===== src/rtl/gpio_wm_pkg.sv =====
package gpio_wm_pkg;
  localparam int HALF_W = 16;
  localparam int WORD_W = 2 * HALF_W;
  localparam int NSTORE = 8;

  typedef enum logic [2:0] {
    ST_DATA = 3'd0,
    ST_DIR  = 3'd1,
    ST_IEN  = 3'd2,
    ST_IMSK = 3'd3,
    ST_ITYP = 3'd4,
    ST_IPOL = 3'd5,
    ST_IBTH = 3'd6,
    ST_DBNC = 3'd7
  } store_idx_e;

  localparam logic [7:0] OFS_MSTAT = 8'h50;
  localparam logic [7:0] OFS_RSTAT = 8'h58;
  localparam logic [7:0] OFS_EOI   = 8'h60;
  localparam logic [7:0] OFS_EXT   = 8'h70;
  localparam logic [7:0] OFS_VER   = 8'h78;

  localparam logic [WORD_W-1:0] VERSION_ID = 32'h0100_0C2B;
endpackage


===== src/rtl/gpio_wm_half.sv =====
module gpio_wm_half #(
  parameter int W = 16
) (
  input  logic         clk,
  input  logic         rst_n,
  input  logic         we,
  input  logic [W-1:0] wen,
  input  logic [W-1:0] wval,
  output logic [W-1:0] q
);
  for (genvar b = 0; b < W; b++) begin : g_bit
    always_ff @(posedge clk or negedge rst_n) begin
      if (!rst_n)              q[b] <= 1'b0;
      else if (we && wen[b])   q[b] <= wval[b];
    end
  end
endmodule


===== src/rtl/gpio_wm_sync.sv =====
module gpio_wm_sync #(
  parameter int W      = 32,
  parameter int STAGES = 2
) (
  input  logic         clk,
  input  logic         rst_n,
  input  logic [W-1:0] d,
  output logic [W-1:0] q
);
  logic [STAGES-1:0][W-1:0] chain;

  always_ff @(posedge clk or negedge rst_n) begin
    if (!rst_n) chain <= '0;
    else begin
      chain[0] <= d;
      for (int s = 1; s < STAGES; s++) chain[s] <= chain[s-1];
    end
  end

  assign q = chain[STAGES-1];
endmodule


===== src/rtl/gpio_wmask_regs.sv =====
module gpio_wmask_regs
  import gpio_wm_pkg::*;
#(
  parameter int ADDR_W      = 8,
  parameter int SYNC_STAGES = 2
) (
  input  logic              clk,
  input  logic              rst_n,
  input  logic              req_valid,
  output logic              req_ready,
  input  logic              req_write,
  input  logic [ADDR_W-1:0] req_addr,
  input  logic [WORD_W-1:0] req_wdata,
  output logic              rsp_valid,
  output logic [WORD_W-1:0] rsp_rdata,
  input  logic [WORD_W-1:0] pad_in,
  input  logic [WORD_W-1:0] irq_raw,
  output logic [WORD_W-1:0] pad_out,
  output logic [WORD_W-1:0] pad_oe,
  output logic [WORD_W-1:0] irq_en,
  output logic [WORD_W-1:0] irq_mask,
  output logic [WORD_W-1:0] irq_type,
  output logic [WORD_W-1:0] irq_pol,
  output logic [WORD_W-1:0] irq_both,
  output logic [WORD_W-1:0] dbnc_en,
  output logic [WORD_W-1:0] eoi_clr
);
  localparam int SLOT_W = ADDR_W - 3;
  localparam int IDX_W  = $clog2(NSTORE);

  logic [NSTORE-1:0][WORD_W-1:0] store_q;
  logic [WORD_W-1:0]             pad_sync;
  logic [WORD_W-1:0]             masked_stat;
  logic [WORD_W-1:0]             rd_word;
  logic [HALF_W-1:0]             wr_en_bits;
  logic [HALF_W-1:0]             wr_val_bits;
  logic [SLOT_W-1:0]             slot;
  logic                          hi_half;
  logic                          wr_acc;
  logic                          rd_acc;
  logic                          in_store;
  logic                          unused_addr;

  assign req_ready   = 1'b1;
  assign wr_acc      = req_valid && req_write;
  assign rd_acc      = req_valid && !req_write;
  assign slot        = req_addr[ADDR_W-1:3];
  assign hi_half     = req_addr[2];
  assign in_store    = (slot < SLOT_W'(NSTORE));
  assign wr_en_bits  = req_wdata[WORD_W-1:HALF_W];
  assign wr_val_bits = req_wdata[HALF_W-1:0];
  assign unused_addr = ^req_addr[1:0];

  function automatic logic [SLOT_W-1:0] slot_of(input logic [7:0] ofs);
    return SLOT_W'(ofs >> 3);
  endfunction

  function automatic logic [WORD_W-1:0] pick_half(input logic [WORD_W-1:0] v,
                                                  input logic            hi);
    return hi ? {{HALF_W{1'b0}}, v[WORD_W-1:HALF_W]}
              : {{HALF_W{1'b0}}, v[HALF_W-1:0]};
  endfunction

  // Stored registers: one write-masked half per (register, half) pair
  for (genvar k = 0; k < NSTORE; k++) begin : g_reg
    for (genvar h = 0; h < 2; h++) begin : g_half
      logic we_kh;
      assign we_kh = wr_acc && in_store && (slot[IDX_W-1:0] == IDX_W'(k)) &&
                     (hi_half == h[0]);
      gpio_wm_half #(.W(HALF_W)) u_half (
        .clk  (clk),
        .rst_n(rst_n),
        .we   (we_kh),
        .wen  (wr_en_bits),
        .wval (wr_val_bits),
        .q    (store_q[k][h*HALF_W +: HALF_W])
      );
    end
  end

  gpio_wm_sync #(.W(WORD_W), .STAGES(SYNC_STAGES)) u_sync (
    .clk  (clk),
    .rst_n(rst_n),
    .d    (pad_in),
    .q    (pad_sync)
  );

  assign pad_out  = store_q[ST_DATA];
  assign pad_oe   = store_q[ST_DIR];
  assign irq_en   = store_q[ST_IEN];
  assign irq_mask = store_q[ST_IMSK];
  assign irq_type = store_q[ST_ITYP];
  assign irq_pol  = store_q[ST_IPOL];
  assign irq_both = store_q[ST_IBTH];
  assign dbnc_en  = store_q[ST_DBNC];

  assign masked_stat = irq_raw & ~store_q[ST_IMSK];

  // Read selection
  always_comb begin
    rd_word = '0;
    if (in_store) begin
      rd_word = pick_half(store_q[slot[IDX_W-1:0]], hi_half);
    end else if (slot == slot_of(OFS_MSTAT)) begin
      rd_word = pick_half(masked_stat, hi_half);
    end else if (slot == slot_of(OFS_RSTAT)) begin
      rd_word = pick_half(irq_raw, hi_half);
    end else if (slot == slot_of(OFS_EXT)) begin
      rd_word = pick_half(pad_sync, hi_half);
    end else if (slot == slot_of(OFS_VER)) begin
      rd_word = hi_half ? '0 : VERSION_ID;
    end
  end

  always_ff @(posedge clk or negedge rst_n) begin
    if (!rst_n) begin
      rsp_valid <= 1'b0;
      rsp_rdata <= '0;
    end else begin
      rsp_valid <= rd_acc;
      rsp_rdata <= rd_acc ? rd_word : '0;
    end
  end

  // End-of-interrupt clear pulse
  always_ff @(posedge clk or negedge rst_n) begin
    if (!rst_n) begin
      eoi_clr <= '0;
    end else if (wr_acc && slot == slot_of(OFS_EOI)) begin
      eoi_clr <= hi_half ? {wr_en_bits & wr_val_bits, {HALF_W{1'b0}}}
                         : {{HALF_W{1'b0}}, wr_en_bits & wr_val_bits};
    end else begin
      eoi_clr <= '0;
    end
  end
endmodule


===== config.mk =====
export PLATFORM = sky130hd
export DESIGN_NAME = gpio_wmask_regs
export DESIGN_NICKNAME = d
export VERILOG_FILES = /design/src/rtl/gpio_wm_pkg.sv /design/src/rtl/gpio_wm_half.sv /design/src/rtl/gpio_wm_sync.sv /design/src/rtl/gpio_wmask_regs.sv
export SDC_FILE = /design/constraint.sdc
export NUM_CORES = 1
export LEC_CHECK = 0
export CAP_MARGIN = 20
export CELL_PAD_IN_SITES_DETAIL_PLACEMENT = 0
export CELL_PAD_IN_SITES_GLOBAL_PLACEMENT = 1
export CORE_AREA = 3 3 155 270
export CTS_BUF_LIST = sky130_fd_sc_hd__clkbuf_4 sky130_fd_sc_hd__clkbuf_8 sky130_fd_sc_hd__clkbuf_16
export CTS_CLUSTER_DIAMETER = 40
export CTS_CLUSTER_SIZE = 8
export DETAILED_ROUTE_END_ITERATION = 10
export DIE_AREA = 0 0 158 273
export PLACE_DENSITY_LB_ADDON = 0.1
export SYNTH_ARGS = -nofsm -noshare
export SYNTH_HDL_FRONTEND = slang
export SYNTH_SLANG_ARGS = --single-unit

===== constraint.sdc =====
create_clock -name clk -period 3.9 [get_ports clk]
set_input_delay 0.39 -clock clk [delete_from_list [all_inputs] [get_ports clk]]
set_output_delay 0.39 -clock clk [all_outputs]
set_load 0.01 [all_outputs]

; After elaboration in Yosys (flattened, before gate mapping)
; Cells that the tools add are included.
[totals]
word_cells = 580
register_bits = 385
in_bits = 108
out_inout_bits = 322
[op_classes]
n_lt_le_gt_ge = 2
eq_ne = 12
n_reduce_logical = 286
muxes = 15
n_bitwise = 4
[ops]
columns = cell, n
row1 = 1-bit logical AND, 284
row2 = 32-bit 2-to-1 mux, 8
row3 = 32-bit binary-select mux with 3-bit select, 1
row4 = 16-bit 2-to-1 mux, 4
row5 = 25-bit 2-to-1 mux, 2
row6 = 32-bit bitwise AND, 1
row7 = 32-bit inverter, 1
row8 = "5-bit by 4-bit equality test with 1-bit output, second input constant", 5
row9 = 16-bit bitwise AND, 1
row10 = "3-bit equality test, second input constant", 4
row11 = "3-bit by 2-bit equality test with 1-bit output, second input constant", 2
row12 = "5-bit by 4-bit < comparator with 1-bit output, second input constant", 1
row13 = "3-bit by 4-bit < comparator with 1-bit output, second input constant", 1
row14 = "3-bit by 1-bit equality test with 1-bit output, second input constant", 1
row15 = 3-bit logical NOT, 1
row16 = 1-bit logical NOT, 1
row17 = 1-bit inverter, 1

; Logic depth before layout (Yosys ltp)
[logic_depth]
depth_word = 7
ltp_mapped = 7
mapped_depth_nobuf = 4

; By module
; From an unflattened synthesis, not the netlist that was laid out.
[hier_totals]
cells_unflattened = 1386
area_unflattened_um2 = 17989.8
[by_module_without_submodules]
columns = mod, cells_per_inst, area_each_um2, n_inst, seq_area_each_um2
row1 = gpio_wm_half, 50, 700.7, 16, 400.4
row2 = gpio_wmask_regs, 490, 4937.2, 1, 1251.2
row3 = gpio_wm_sync, 96, 1841.8, 1, 1601.5

; Worst setup path before layout
; OpenSTA, ideal clock, no wires.
[synth_path]
path_type = input to register
start = input req_addr[6]
end = register g_reg[1].g_half[0].u_half.q[10]
setup_time_ns = 0.125
path_slack_ns = 1.730
stages = 7
arrival_time_ns = 2.045
path_buffers = 3
required_ns = 3.775
path_cell_list = buf_2 > or4b_4 > buf_6 > nor3_4 > buf_6 > nand2_1 > mux2_4
[synth_between]
elab_chain_cells = 5
[synth_lines]
columns = element, line
row1 = start: declaration, gpio_wmask_regs.sv:12  ; input logic [ADDR_W-1:0] req_addr,
row2 = 5-bit by 4-bit < comparator with 1-bit output, gpio_wmask_regs.sv:49  ; assign in_store = (slot < SLOT_W'(NSTORE));
row3 = 1-bit logical AND (3 in a row), gpio_wmask_regs.sv:68  ; assign we_kh = wr_acc && in_store && (slot[IDX_W-1:0] == IDX_W'(k)) &&
row4 = 1-bit logical AND, gpio_wm_half.sv:14  ; else if (we && wen[b]) q[b] <= wval[b];
row5 = end signal: indexed assignment, gpio_wm_half.sv:14
row6 = end: declaration, gpio_wm_half.sv:9  ; output logic [W-1:0] q
; No other way between the ends.
; A chain may end at the register's enable or synchronous reset.

; Worst setup path in the final report
[layout_path]
start = input req_addr[7]
end = register g_reg[1].g_half[0].u_half.q[15]
; Same word-level chain as after synthesis.

==> out/metrics.cfg <==
[outcome]
status = complete, no violations

[global_route]
grt_overflow_total = 0
grt_pass1_wl_um = 88000
antenna_found_initial = 0
grt_max_degree = 88
grt_usage_pct = 27.6
grt_pass1_vias = 13100

[route]
vias = 12400
final_antenna_net_count = 0
vias_per_cell = 5.58
routed_wl_um = 60300
drt_pass1_iterations = 8
drt_iter0_drc = 592
post_drt_wl_per_cell_um = 27.2
drc = 0

[yosys]
yosysSeqAreaShare_pct = 54.1
synth_edf_count = 0
synth_most_common_cell = dfrtp_1
async_flop_share_pct = 100
synthDistinctLibCells = 45
yosysTopAreaCell = dfrtp_1
synth_ff_type = dfrtp_1
yosys_warnings = 0
netlist_top_cells_count = dfrtp_1 (370), nand2_1 (288), mux2_2 (256), mux4_2 (65), clkbuf_1 (48)
synth_top_area_share_pct = 54.1
synthTopCellsByArea = dfrtp_1 (54%), mux2_2 (17%), mux4_2 (8.6%)
synthCells = 1313
syn_avg_cell_area_um2 = 13.0
synth_area_um2 = 17100
synth_seq_cells = 370

[worst_setup_path]
cp.required_ns = 4.34
path_cells = clkdlybuf4s50_1, or4b_4, nor3_4, buf_12, nand2_1, mux2_4
crit_slowest_cell = or4b_4
cp-start-kind = primary input
endpoint_kind = register
regToRegSetupSlack_ns = 2.37
critPathMaxStageDelay_ns = 0.72
cp_max_fo = 11
critical_path.top_delay_family = simple AND/OR/NAND/NOR gates
path_buf_inv = 2
critPathKind = primary input to register
arrival_ns = 2.94

[final_layout]
nFillCells = 3316
utilization_pct = 58.2
nNetsFinal = 1822
num_antenna_cells = 0
seq_area_um2 = 9260
area_growth_pct = 35.8
drive_gt1_share_pct = 27.8
multi_input_area_um2 = 7300

[clock_network]
root_buffer = clkbuf_16
cts_setup_buffers = 0
cts_tree = yes
cts_buffer_depth = 3
cts_sinks = 370
post_cts_resized = 0
numCtsBuffers = 53
insertion_delay_ns = 0.56
cts_max_level = 2
hold_buffers = 1
clkSlewWorstSetupHoldPaths_ns = 0.05

[floorplanning]
rows = 97
die_width_um = 158
initial_core_util_pct = 42.8
fp.coreArea_um2 = 39900
fp.dieH_um = 273
dieArea_um2 = 43100
pin_count = 430

[placed_design]
io_buffers = 411
dp_hpwl_um = 40900
gp_congestion = 0.811

[sta]
fmax_mhz = 400
slew_headroom_pct = 41.3
worstMarginPinSlew_ns = 0.880
setup-violations-final = 0
finalCritPeriodShare_pct = 64.1
tns_ns = 0
finalHoldViolations = 0
grt_setup_unrepaired = no
skew_ns = 0.00955
fin_crit_ns = 2.50
drv_slew = 0

[power_and_ir_drop]
ir_worst_vdd_uv = 287
power.density_nw_per_um2 = 405
p_leak_nw = 10.2

[min_path]
hp-class = primary input to register

[job]
maxCapViolCount = 0

-- through the flow --
step	setup slack (ns)	cell area, um^2	total power, mW	cells	hold slack [ns]
floorplan	1.73	17200	4.64	1327	0.0944
detailed placement	0.852	21800	5.28	2153	0.336
global route	1.33	23200	9.73	2217	0.253
CTS	1.44	23200	9.51	2217	0.234
global placement	0.864	21800	5.26	2153	0.333
finish	1.40	23200	9.40	2217	0.272
-- placed cells by master (no fill, tap or decap), types with 10 or more instances in the layout --
cell,n
clkdlybuf4s50_1,406
dfrtp_1,370
nand2_1,288
mux2_2,256
mux4_2,65
clkbuf_16,55
nor2_1,36
buf_4,33
mux2_4,23
nor3_4,16
mux2i_1,16
o211ai_1,16
conb_1,16
a211o_1,14
mux2_1,10
a32oi_1,10
a22oi_1,10
buf_12,10
-- worst reg2reg max path, delay by kind of cell (launching register included) --
kind           cells  cell delay [ns]
flip-flops         1             0.42
multiplexers       1             0.50
AO/OA/AOI/OAI      2             0.50
-- sequential cells by signal, summed over array words and instances (netlist names) --
register	cells
rsp_valid	1
rsp_rdata	17
g.g_half.u_half.q	256
eoi_clr	32
u_sync.q	32
u_sync.chain	32
-- layer usage --
| metal | part of all wire, % | up-vias | track usage [%] |
|---|---|---|---|
| met4 | 4.4 | 0 | 11.2 |
| li1 | - | 5360 | - |
| met1 | 37 | 6402 | 33.1 |
| met3 | 7.2 | 129 | 6.54 |
| met5 | 0 | - | 0 |
| met2 | 51 | 485 | 47.5 |
-- cell type report --
type | count | area share, %
multi-input cells | 827 | 31.4
flip-flops and latches | 370 | 39.9
clock buffers | 60 | 6.14
inverters | 9 | 0.145
well taps | 495 | 2.67
clock inverters | 3 | 0.188
repair buffers | 453 | 19.6
-- where the power goes --
| part | internal (mW) | switching (mW) |
|---|---|---|
| clock network | 2.59 | 1.61 |
| logic | 0.546 | 0.523 |
| registers | 4.01 | 0.126 |
| total | 7.15 | 2.25 |
-- logic make-up (layout without fill, tap and decap cells) --
logic type,Yosys count,count (layout),share of synthesized area [%]
other,2,16,0.0439
AND/OR/NAND/NOR,366,366,9.39
AO/OA/AOI/OAI,75,75,3.40
multiplexers,370,370,29.0
buffers and inverters,130,525,4.03
flip-flops,370,370,54.1
-- worst paths after layout --
check,start,end,cells past startpoint
worst min register to register,u_sync.chain[16],u_sync.q[16],0
max in group asynchronous,rst_n,g_reg[0].g_half[1].u_half.q[12],3
worst max register to register,g_reg[3].g_half[0].u_half.q[0],rsp_rdata[0],3
worst max-delay path,req_addr[7],g_reg[1].g_half[0].u_half.q[15],6
min in group asynchronous,rst_n,rsp_rdata[1],2
worst min-delay path,pad_in[10],u_sync.chain[10],1
Note: power is estimated with default switching activity, not from simulation.
